==> config.mk <==
export PLATFORM = sky130hd
export DESIGN_NAME = ccd_timing_gen
export DESIGN_NICKNAME = d
export VERILOG_FILES = /design/src/rtl/ccdtg_pkg.sv /design/src/rtl/ccdtg_counters.sv /design/src/rtl/ccdtg_hgen.sv /design/src/rtl/ccdtg_vgen.sv /design/src/rtl/ccd_timing_gen.sv
export SDC_FILE = /design/constraint.sdc
export NUM_CORES = 1
export LEC_CHECK = 0
export BUFFER_PORTS_ARGS = -buffer_cell sky130_fd_sc_hd__buf_4
export CORE_MARGIN = 8
export CORE_UTILIZATION = 35
export DETAILED_ROUTE_END_ITERATION = 7
export HOLD_SLACK_MARGIN = 0.15
export PLACE_DENSITY = 0.61
export SLEW_MARGIN = 20
export SYNTH_ARGS = -nofsm -noshare
export SYNTH_HDL_FRONTEND = slang
export SYNTH_SLANG_ARGS = --single-unit
==> constraint.sdc <==
create_clock -name clk -period 6.3 [get_ports clk]
set_input_delay 0 -clock clk [delete_from_list [all_inputs] [get_ports clk]]
set_output_delay 0 -clock clk [all_outputs]
set_load 0.02 [all_outputs]
==> src/rtl/ccdtg_pkg.sv <==
package ccdtg_pkg;

    localparam int POS_W = 16;

    typedef struct packed {
        logic [1:0]       ph;     // phase within pixel
        logic [POS_W-1:0] h;      // pixel within line
        logic [POS_W-1:0] l;      // line within field
        logic             field;  // 0: long field, 1: short field
    } ccd_pos_t;

    localparam logic [3:0] V_IDLE = 4'b0011;

    function automatic logic in_win(input int x, input int lo, input int len);
        return (x >= lo) && (x < lo + len);
    endfunction

    function automatic logic [3:0] vpat(input int idx);
        case (idx)
            1:       return 4'b0110;
            2:       return 4'b1100;
            3:       return 4'b1001;
            default: return V_IDLE;
        endcase
    endfunction

endpackage

==> src/rtl/ccdtg_counters.sv <==
module ccdtg_counters
    import ccdtg_pkg::*;
#(
    parameter int H_LINE      = 910,
    parameter int FIELD_LINES = 262
) (
    input  logic     clk,
    input  logic     rst,
    output ccd_pos_t pos,
    output logic     field_end
);
    logic             pix_last, line_last;
    logic [POS_W-1:0] flines;

    always_comb begin
        pix_last  = (pos.ph == 2'd3);
        line_last = pix_last && (pos.h == POS_W'(H_LINE - 1));
        flines    = pos.field ? POS_W'(FIELD_LINES) : POS_W'(FIELD_LINES + 1);
        field_end = line_last && (pos.l == flines - POS_W'(1));
    end

    always_ff @(posedge clk) begin
        if (rst) begin
            pos <= '0;
        end else begin
            pos.ph <= pos.ph + 2'd1;
            if (pix_last)
                pos.h <= line_last ? '0 : pos.h + POS_W'(1);
            if (line_last) begin
                if (field_end) begin
                    pos.l     <= '0;
                    pos.field <= ~pos.field;
                end else begin
                    pos.l <= pos.l + POS_W'(1);
                end
            end
        end
    end
endmodule

==> src/rtl/ccdtg_hgen.sv <==
module ccdtg_hgen
    import ccdtg_pkg::*;
#(
    parameter int H_DUMMY     = 22,
    parameter int H_FOB       = 3,
    parameter int H_EFF       = 768,
    parameter int V_ACT_START = 13,
    parameter int V_ACT_LINES = 247
) (
    input  logic     clk,
    input  logic     rst,
    input  ccd_pos_t pos,
    output logic     h1,
    output logic     h2,
    output logic     rg,
    output logic     clamp,
    output logic     blank
);
    localparam int ACT_H0 = H_DUMMY + H_FOB;

    int hi, li;
    always_comb begin
        hi = int'(pos.h);
        li = int'(pos.l);
    end

    always_ff @(posedge clk) begin
        if (rst) begin
            h1    <= 1'b1;
            h2    <= 1'b0;
            rg    <= 1'b0;
            clamp <= 1'b0;
            blank <= 1'b1;
        end else begin
            h1    <= ~pos.ph[1];
            h2    <= pos.ph[1];
            rg    <= (pos.ph == 2'd0);
            clamp <= in_win(hi, H_DUMMY, H_FOB);
            blank <= !(in_win(hi, ACT_H0, H_EFF) && in_win(li, V_ACT_START, V_ACT_LINES));
        end
    end
endmodule

==> src/rtl/ccdtg_vgen.sv <==
module ccdtg_vgen
    import ccdtg_pkg::*;
#(
    parameter int FIELD_LINES = 262,
    parameter int RD_LINE     = 3,
    parameter int VT_START    = 836,
    parameter int VT_W        = 4,
    parameter int SG_START    = 858,
    parameter int SG_W        = 36,
    parameter int SUB_START   = 840,
    parameter int SUB_W       = 23,
    parameter int SHUT_W      = 9
) (
    input  logic              clk,
    input  logic              rst,
    input  ccd_pos_t          pos,
    input  logic              field_end,
    input  logic [SHUT_W-1:0] shutter_lines,
    output logic [3:0]        vphase,
    output logic              sg_a,
    output logic              sg_b,
    output logic              sub_pulse
);
    localparam int SMAX = FIELD_LINES - 1 - RD_LINE;

    logic [SHUT_W-1:0] lat;
    int hi, li, step;
    logic rd_hit, sub_hit;

    always_comb begin
        hi      = int'(pos.h);
        li      = int'(pos.l);
        step    = (hi - VT_START) / VT_W;
        rd_hit  = (li == RD_LINE) && in_win(hi, SG_START, SG_W);
        sub_hit = (li > RD_LINE) && (li - RD_LINE <= int'(lat)) &&
                  in_win(hi, SUB_START, SUB_W);
    end

    always_ff @(posedge clk) begin
        if (rst) begin
            lat       <= '0;
            vphase    <= V_IDLE;
            sg_a      <= 1'b0;
            sg_b      <= 1'b0;
            sub_pulse <= 1'b0;
        end else begin
            if (field_end)
                lat <= (int'(shutter_lines) > SMAX) ? SHUT_W'(SMAX) : shutter_lines;
            vphase    <= in_win(hi, VT_START, 4 * VT_W) ? vpat((step + 1) % 4) : V_IDLE;
            sg_a      <= rd_hit && !pos.field;
            sg_b      <= rd_hit && pos.field;
            sub_pulse <= sub_hit;
        end
    end
endmodule

==> src/rtl/ccd_timing_gen.sv <==
module ccd_timing_gen
    import ccdtg_pkg::*;
#(
    parameter int H_DUMMY     = 22,
    parameter int H_FOB       = 3,
    parameter int H_EFF       = 768,
    parameter int H_ROB       = 40,
    parameter int H_LINE      = 910,
    parameter int FIELD_LINES = 262,
    parameter int V_ACT_START = 13,
    parameter int V_ACT_LINES = 247,
    parameter int RD_LINE     = 3,
    parameter int VT_START    = 836,
    parameter int VT_W        = 4,
    parameter int SG_START    = 858,
    parameter int SG_W        = 36,
    parameter int SUB_START   = 840,
    parameter int SUB_W       = 23,
    parameter int SHUT_W      = 9
) (
    input  logic              clk,
    input  logic              rst,
    input  logic [SHUT_W-1:0] shutter_lines,
    output logic              h1,
    output logic              h2,
    output logic              rg,
    output logic              clamp,
    output logic              blank,
    output logic [3:0]        vphase,
    output logic              sg_a,
    output logic              sg_b,
    output logic              sub_pulse,
    output logic              field_odd
);
    localparam int H_SHIFT = H_DUMMY + H_FOB + H_EFF + H_ROB;

    initial begin
        if (H_SHIFT > VT_START || VT_START + 4 * VT_W > SG_START ||
            SG_START + SG_W > H_LINE || SUB_START + SUB_W > H_LINE)
            $error("ccd_timing_gen: blanking windows do not fit the line");
    end

    ccd_pos_t pos;
    logic     field_end;

    ccdtg_counters #(.H_LINE(H_LINE), .FIELD_LINES(FIELD_LINES)) u_cnt (
        .clk(clk), .rst(rst), .pos(pos), .field_end(field_end)
    );

    ccdtg_hgen #(
        .H_DUMMY(H_DUMMY), .H_FOB(H_FOB), .H_EFF(H_EFF),
        .V_ACT_START(V_ACT_START), .V_ACT_LINES(V_ACT_LINES)
    ) u_hgen (
        .clk(clk), .rst(rst), .pos(pos),
        .h1(h1), .h2(h2), .rg(rg), .clamp(clamp), .blank(blank)
    );

    ccdtg_vgen #(
        .FIELD_LINES(FIELD_LINES), .RD_LINE(RD_LINE),
        .VT_START(VT_START), .VT_W(VT_W),
        .SG_START(SG_START), .SG_W(SG_W),
        .SUB_START(SUB_START), .SUB_W(SUB_W), .SHUT_W(SHUT_W)
    ) u_vgen (
        .clk(clk), .rst(rst), .pos(pos), .field_end(field_end),
        .shutter_lines(shutter_lines),
        .vphase(vphase), .sg_a(sg_a), .sg_b(sg_b), .sub_pulse(sub_pulse)
    );

    always_ff @(posedge clk) begin
        if (rst) field_odd <= 1'b0;
        else     field_odd <= pos.field;
    end
endmodule

==> impl_metrics.ini, run 1 <==
[pwr]
power.density_nw_per_um2 = 182
seq_power_share_pct = 51.4
pwr-share-clk_pct = 44.5
ir_drop_mv = 0.108
p_int_mw = 0.550
switchingPower_mw = 0.161
comb_power_share_pct = 4.1
p_leak_nw = 1.59
sw_frac_of_total_pct = 22.6

[placed_design]
io_buffers = 23
dp_hpwl_mm = 5.35
gp_congestion = 0.901
place_area_um2 = 3550

[setup_path]
critical_path_class = reg2reg
cpLargestDelayFamily = simple AND/OR/NAND/NOR gates
worstPathArrival_ns = 3.59
path_cells = inv_1 -> ha_1 -> or3b_2 -> a21oi_1 -> nor3_1 -> or3_1 -> ha_1 -> nor4_1 -> o2111ai_1 -> a21oi_1 -> nor3_1 -> or3_1
cpMaxStageDelayCell = or3b_2
cp.required_ns = 6.52
start_kind = flip-flop
max_stage_delay_ns = 0.51
end_kind = flip-flop
path_buf_inv = 1
path_max_fanout = 10

[logic_synthesis]
ys_ff_latch = 57
synthXorXnorAreaFrac_pct = 10.3
synthSimpleGateAreaFrac_pct = 30.4
synth_top_family_by_area = simple AND/OR/NAND/NOR gates
synth_fa_ha_area_share_pct = 8.27
synth_cell_types = 57
synth_nets = 421
async_flop_share_pct = 0
postSynthAreaPerCell_um2 = 8.58
syn_area_um2 = 3330
synth-compound-area-share_pct = 10.8
yosysWarnings = 0
synth_mux_area_share_pct = 0.301
synth_flop_cell = dfxtp_1
postSynthCellCount = 388
synth_edf_count = 0
ys_seq_area_share_pct = 34.3

[drt]
first_pass_iters = 7
ant_nets = 0
wl_per_cell_um = 13.9
drc = 0
drt-total-wl_mm = 7.64
via_per_inst = 5.13
drt_iter0_drc = 173
vias = 2821

[global_route]
grt_pass1_wl_mm = 13.2
grt-ovfl-total = 0
grt_use_total_pct = 12.6
grt-busiest-layer = met2
use_met3_pct = 3.12
met1_usage_pct = 14.7
grt_max_degree = 20
antenna_found_initial = 0
grt_util_met2_pct = 21.5
grt_pass1_vias = 2829

[final_layout]
layout_common_cells = dfxtp_1, nor2_1, buf_4
drive_gt1_share_pct = 11.9
mostFrequentLayoutCell = dfxtp_1
final_area_um2 = 3910
final_core_util_pct = 42.3
nets = 450
area_growth_pct = 17.6
antenna_cells = 0

[floorplanning]
die_h_um = 114
dieArea_um2 = 12900
io_pins = 24
coreArea_um2 = 9240
initial_core_util_pct = 36.0
fp-row-count = 35
die_w_um = 114

[clock_network]
clockBufferDepth = 2
cts-resized-gates = 0
cts.reportedPaths.clkPinSlew_ns = 0.06
clock_latency_ns = 0.34
cts_inserted_buffers = 9
cts_tree = done
cts.sink_count = 57
clockRootBuffer = clkbuf_8
htreeDepth = 3

[sta]
finalCritPeriodShare_pct = 53.5
hold_ws_ns = 0.434
fmax_mhz = 297
setup_viol = 0
hold_viol = 0
rsz0062_at_grt = false
finalMaxSlewViolations = 0
fin_skew_ns = 0.0127
relSlewSlack_pct = 44.7
finalCriticalPeriod_ns = 3.37
tns_ns = 0
worstMarginPinSlew_ns = 0.826

[hold_path]
worstHoldPathType = reg2reg

[outcome]
status = complete, no violations

[run]
drv_cap = 0
[flip-flops by register name, indices dropped and copies added (netlist names)]
| name | cells |
|---|---|
| u_vgen.lat | 9 |
| u_vgen.sg_b | 1 |
| field_odd | 1 |
| u_hgen.blank | 1 |
| u_vgen.sub_pulse | 1 |
| u_hgen.rg | 1 |
| u_hgen.clamp | 1 |
| u_cnt.pos | 35 |
| u_vgen.sg_a | 1 |
| u_hgen.h1 | 1 |
| u_vgen.vphase | 4 |
| u_hgen.h2 | 1 |
[path summary, 6_finish.rpt]
kind,from,endpoint,slack [ns],cells after the start
hold / removal,u_cnt.pos[33],u_cnt.pos[33],0.43,1
hold reg to reg,u_cnt.pos[33],u_cnt.pos[33],0.43,1
setup / recovery,u_cnt.pos[19],u_vgen.vphase[1],2.93,12
setup reg to reg,u_cnt.pos[19],u_vgen.vphase[1],2.93,12
[Yosys cell counts (4+ instances only)]
| library cell | count | share of area [%] |
|---|---|---|
| a21oi_1 | 14 | 2.1 |
| nand2_1 | 21 | 2.4 |
| a31oi_1 | 5 | 0.94 |
| ha_1 | 22 | 8.3 |
| and4_1 | 4 | 1.1 |
| inv_1 | 21 | 2.4 |
| dfxtp_1 | 57 | 34 |
| o21ai_0 | 7 | 1.1 |
| a211oi_1 | 4 | 0.90 |
| nor4_1 | 7 | 1.3 |
| and3_1 | 15 | 2.8 |
| xor2_1 | 17 | 4.5 |
| nand3_1 | 16 | 2.4 |
| nor2_1 | 46 | 5.2 |
| nand2b_1 | 6 | 1.1 |
| clkbuf_1 | 11 | 1.2 |
| xnor2_1 | 22 | 5.8 |
| nor3_1 | 14 | 2.1 |
| a22o_1 | 7 | 1.8 |
| nand4_1 | 13 | 2.4 |
| buf_2 | 7 | 1.1 |
[routing by layer]
layer	vias to the layer above	part of all wire, %
li1	1420	-
met1	1338	45
met2	51	50
met3	12	3.4
met4	0	1.5
met5	-	0
[final cells by class]
class	count	area, um^2
Clock buffer	13	169
Multi-Input combinational cell	287	2000
Sequential cell	57	1140
Timing Repair Buffer	41	353
Clock inverter	2	12.5
Fill cell	922	5330
Inverter	21	78.8
Tap cell	129	161
[per-stage QoR]
stage	std cells	setup slack, ns	power, mW
floorplan	388	3.27	0.387
global placement	517	3.11	0.398
detailed placement	517	2.97	0.398
CTS	550	2.98	0.722
global route	550	2.64	0.741
finish	550	2.93	0.711
[cell families (layout without fill, tap and decap cells)]
| group | Yosys count | after routing |
|---|---|---|
| simple gates | 174 | 174 |
| flops | 57 | 57 |
| compound gates | 51 | 51 |
| buf+inv | 44 | 77 |
| xor+xnor | 39 | 39 |
| fa+ha+maj | 22 | 22 |
| mux | 1 | 1 |
[worst reg2reg max path, cell delays in order, from the launching register on]
cell       delay [ns]
dfxtp_1          0.41
inv_1            0.16
ha_1             0.23
or3b_2           0.51
a21oi_1          0.21
nor3_1           0.08
or3_1            0.36
ha_1             0.22
nor4_1           0.31
o2111ai_1        0.15
a21oi_1          0.14
nor3_1           0.09
or3_1            0.38
[power by group through the flow]
stage,Sequential [mW],Combinational [mW],Clock (mW)
after floorplan,0.375,0.0116,0
after global placement,0.373,0.0243,0
after detailed placement,0.374,0.0244,0
after CTS,0.365,0.0295,0.327
after global routing,0.366,0.0326,0.343
final,0.365,0.0292,0.316
[repair_timing]
action                                  CTS  global route
endpoints found under the setup margin    0             0
endpoints found under the hold margin    23             0
hold buffers                             18             0
buffers inserted                          0             0
Note: power is estimated with default switching activity, not from simulation.
==> inputs of run 2 (changes only) <==
PLACE_DENSITY = 0.63   (was 0.61)
clock period = 2.9 ns   (was 6.3 ns; I/O delays follow)
==> run 2 against run 1 <==
Against the previous run:
- die area is the same
- power grew 130%
- non-clock buffer count grew 22
- setup slack lost 2.9 ns
- sequential cell count is the same
- first-iteration DRC count shrank 0.58%
- worst hold slack lost 0.0022 ns
- critical path type unchanged
==> impl_metrics.ini, run 2 (synthesis gave the netlist of run 1 again) <==
[global_route]
grt_max_degree = 20
grt_pass1_vias = 2888
antenna_found_initial = 0
grt_use_total_pct = 13.2
grt-ovfl-total = 0
grt_pass1_wl_mm = 14.0

[pwr]
power.density_nw_per_um2 = 388
p_leak_nw = 1.72
ir_drop_mv = 0.242
switchingPower_mw = 0.348
seq_power_share_pct = 49.4
comb_power_share_pct = 4.1
pwr-share-clk_pct = 46.5
p_int_mw = 1.26
sw_frac_of_total_pct = 21.7

[sta]
fin_skew_ns = 0.0134
finalCritPeriodShare_pct = 97.6
finalMaxSlewViolations = 0
hold_viol = 0
setup_viol = 0
setup_slack_ns = 0.0701
finalCriticalPeriod_ns = 2.83
worstMarginPinSlew_ns = 0.795
relSlewSlack_pct = 46.5
hold_ws_ns = 0.432
rsz0062_at_grt = true
fmax_mhz = 353

[setup_path]
end_kind = flip-flop
crit_cells = 12
path_max_fanout = 4
r2r_end = u_vgen.vphase[0]
max_stage_delay_ns = 0.38
critical_path_class = reg2reg
path_cells = inv_2 -> ha_4 -> or3b_4 -> a21oi_2 -> nor3_1 -> or3_1 -> ha_2 -> nor4_2 -> o2111ai_1 -> a21oi_1 -> nor3_2 -> or3_1
worstPathArrival_ns = 3.05
endpoint = u_vgen.vphase[0]
rr_worst_depth = 12
cp.required_ns = 3.12
reg2reg_slack_ns = 0.07
path_buf_inv = 1
start_kind = flip-flop
timing.rr.start = u_cnt.pos[20]
cpLargestDelayFamily = simple AND/OR/NAND/NOR gates
cpMaxStageDelayCell = or3_1
cpMostUsedCell = or3_1
crit_start = u_cnt.pos[20]

[final_layout]
reg_top3 = u_cnt.pos (35), u_vgen.lat (9), u_vgen.vphase (4)
antenna_cells = 0
nFillCells = 917
layout_common_cells = dfxtp_1, nor2_1, buf_4
largest_reg_flops = 35
regMostFlops = u_cnt.pos
mostFrequentLayoutCell = dfxtp_1
area_growth_pct = 24.2
nets = 472
drive_gt1_share_pct = 18.5

[drt]
ant_nets = 0
first_pass_iters = 4
via_per_inst = 5.05
wl_per_cell_um = 14.1
drc = 0
drt_iter0_drc = 172
vias = 2889
drt-total-wl_mm = 8.04

[clock_network]
cts.sink_count = 57
htreeDepth = 3
clockBufferDepth = 2
clockRootBuffer = clkbuf_8
cts_inserted_buffers = 9
cts.reportedPaths.clkPinSlew_ns = 0.06
cts_tree = done
clock_latency_ns = 0.34

[placed_design]
gp_congestion = 0.872
place_ws_ns = -0.0309
io_buffers = 23
dp_hpwl_mm = 5.68

[floorplanning]
io_pins = 24
fp-row-count = 35
coreArea_um2 = 9240
dieArea_um2 = 12900
initial_core_util_pct = 36.0
die_h_um = 114
die_w_um = 114

[run]
drv_cap = 0

[hold_path]
min_delay_path_depth = 1
worstHoldPathType = reg2reg

[outcome]
status = complete, no violations
run 2: changes by cell type in the layout (fill, tap and decap cells not counted), sizes merged:
cell      previous run  this run
bufinv               0         1
buf                 23        45
clkinvlp             1         0
clkbuf              13        12
clkinv               1         2
run 2: worst min path at each step:
stage                      from            end  slack (ns)
2_1_floorplan  shutter_lines[0]  u_vgen.lat[0]        0.13
3_3_place_gp   shutter_lines[7]  u_vgen.lat[7]        0.22
3_5_place_dp   shutter_lines[7]  u_vgen.lat[7]        0.23
4_1_cts           u_cnt.pos[33]  u_cnt.pos[33]        0.44
5_1_grt           u_cnt.pos[33]  u_cnt.pos[33]        0.46
6_report          u_cnt.pos[33]  u_cnt.pos[33]        0.43
run 2: through the flow:
stage | area [um^2] | total power, mW | std cells | util, % | TNS (ns)
after floorplan | 3340 | 0.840 | 388 | - | 0
after global placement | 3690 | 0.864 | 534 | 39.9 | 0
after detailed placement | 3690 | 0.865 | 534 | 39.9 | -0.0565
after CTS | 4090 | 1.63 | 568 | 44.2 | 0
after global routing | 4130 | 1.66 | 572 | 44.7 | -0.218
final | 4130 | 1.61 | 572 | 44.7 | 0
run 2: timing repair:
item                       CTS  global route
hold buffers                18             0
hold endpoints to repair    23             0
setup endpoints to repair    2             9
buffers inserted             1             4
pin swaps                    3             9
cloned                       0             0
gates resized for setup      3             5
run 2: cell type report:
cell class                 count  area, um^2  area share [%]
clock buffer                  12         155            3.75
clock inverter                 3        40.0           0.969
inverter                      21        78.8            1.91
multi-input combinational    287        2040            49.3
sequential                    57        1140            27.7
tap                          129         161            3.90
timing repair buffer          63         518            12.5
run 2: per-layer routing:
layer	global-route usage [%]	routed length [um]	vias up
met5	0	0	-
met4	3.64	93	0
met3	3.86	259	9
met2	22.5	4000	50
met1	15.6	3690	1367
li1	-	-	1463
run 2: power by group through the flow:
stage,Combinational (mW),Sequential (mW),Clock (mW)
2_1_floorplan,0.0252,0.814,0
3_3_place_gp,0.0535,0.811,0
3_5_place_dp,0.0535,0.811,0
4_1_cts,0.0651,0.793,0.773
5_1_grt,0.0719,0.794,0.797
6_report,0.0653,0.794,0.746
==> inputs of run 3 (changes only) <==
PLACE_DENSITY = unset   (was 0.63)
==> run 3 against run 2 <==
Against the previous run:
- final cell count fell by 1.0%
- design area decreased by 1.6%
- sequential share of layout area increased by 0.45 points
- clock skew down 0.0027 ns
- sequential power about the same
- critical endpoint unchanged
- power fell by 0.91%
- clock power shrank 2%
- fmax shrank 0.20%
- via count shrank 1.5%
- first-iteration DRC count rose by 9.3%
==> impl_metrics.ini, run 3 (synthesis gave the netlist of run 1 again) <==
[global_route]
grt_pass1_wl_mm = 13.2
grt_max_degree = 20
grt_pass1_vias = 2763
grt_use_total_pct = 12.6
grt-ovfl-total = 0
antenna_found_initial = 0

[sta]
finalCriticalPeriod_ns = 2.84
fin_skew_ns = 0.0106
tns_ns = 0
relSlewSlack_pct = 48.1
worstMarginPinSlew_ns = 0.772
finalMaxSlewViolations = 0
rsz0062_at_grt = true
hold_ws_ns = 0.419
setup_viol = 0
fmax_mhz = 353
finalCritPeriodShare_pct = 97.8
hold_viol = 0

[floorplanning]
io_pins = 24
coreArea_um2 = 9240
die_w_um = 114
dieArea_um2 = 12900
initial_core_util_pct = 36.0
die_h_um = 114
fp-row-count = 35

[final_layout]
reg_top3 = u_cnt.pos (35), u_vgen.lat (9), u_vgen.vphase (4)
mostFrequentLayoutCell = dfxtp_1
area_growth_pct = 22.2
largest_reg_flops = 35
final_core_util_pct = 44.0
drive_gt1_share_pct = 18.5
layout_common_cells = dfxtp_1, nor2_1, buf_4
antenna_cells = 0
regMostFlops = u_cnt.pos
nets = 465

[placed_design]
gp_congestion = 0.873
dp_hpwl_mm = 5.59
io_buffers = 23

[setup_path]
worstPathArrival_ns = 3.05
start_kind = flip-flop
critical_path_class = reg2reg
end_kind = flip-flop
path_max_fanout = 4
cp.required_ns = 3.12

[drt]
drt-total-wl_mm = 7.83
via_per_inst = 5.03
first_pass_iters = 4
drt_iter0_drc = 188
vias = 2846
ant_nets = 0
wl_per_cell_um = 13.8
drc = 0

[outcome]
status = complete, no violations

[clock_network]
htreeDepth = 3
clockRootBuffer = clkbuf_8
cts.reportedPaths.clkPinSlew_ns = 0.07
cts.sink_count = 57
cts_tree = done
clock_latency_ns = 0.34
cts_inserted_buffers = 9
clockBufferDepth = 2

[pwr]
ir_drop_mv = 0.175
power.density_nw_per_um2 = 391
p_leak_nw = 1.66

[hold_path]
worstHoldPathType = in2reg

[run]
drv_cap = 0
run 3: path summary, 6_finish.rpt:
| kind | from | endpoint | slack, ns | cells after the start |
|---|---|---|---|---|
| worst max register to register | u_cnt.pos[20] | u_vgen.vphase[0] | 0.06 | 12 |
| worst max-delay path | u_cnt.pos[20] | u_vgen.vphase[0] | 0.06 | 12 |
| worst min-delay path | shutter_lines[7] | u_vgen.lat[7] | 0.42 | 3 |
| worst min register to register | u_cnt.pos[33] | u_cnt.pos[33] | 0.44 | 1 |
run 3: layout make-up:
type | instances | area (um^2)
Sequential cell | 57 | 1140
Timing Repair Buffer | 56 | 448
Multi-Input combinational cell | 287 | 2040
Inverter | 21 | 83.8
Clock buffer | 13 | 149
Tap cell | 129 | 161
Clock inverter | 3 | 40.0
Fill cell | 921 | 5170
run 3: timing repair:
action / CTS / global route
setup buffers: 0 / 5
endpoints found under the setup margin: 2 / 2
resized for setup: 1 / 8
hold endpoints to repair: 23 / 0
pin swaps: 1 / 9
hold buffers: 11 / 0
run 3: metal layers:
layer,wire length (um),track usage (%)
met5,0,0
met1,3710,15.2
met4,157,4.62
met2,3670,20.6
met3,286,3.65
run 3: report_power, final:
part	internal [mW]	switching, mW	total (mW)
registers	0.789	0.00410	0.793
clock network	0.418	0.314	0.732
logic	0.0309	0.0337	0.0645
total	1.24	0.352	1.59
run 3: critical path, cell delays in order (launching register included):
cell and delay [ns]:
dfxtp_2 0.34, inv_4 0.08, ha_4 0.13, or3b_4 0.40, a21oi_4 0.16, nor3_2 0.05
or3_1 0.39, ha_2 0.19, nor4_2 0.26, o2111ai_1 0.14, a21oi_1 0.18, nor3_2 0.08
or3_1 0.32
run 3: per-stage QoR:
step / area, um^2 / instances / setup WS, ns / total power, mW
after floorplan: 3340 / 388 / 0.0541 / 0.840
after global placement: 3690 / 534 / 0.0818 / 0.864
after detailed placement: 3690 / 534 / -0.00775 / 0.865
after CTS: 3990 / 561 / 0.0166 / 1.62
after global routing: 4070 / 566 / -0.115 / 1.67
final: 4070 / 566 / 0.0644 / 1.59
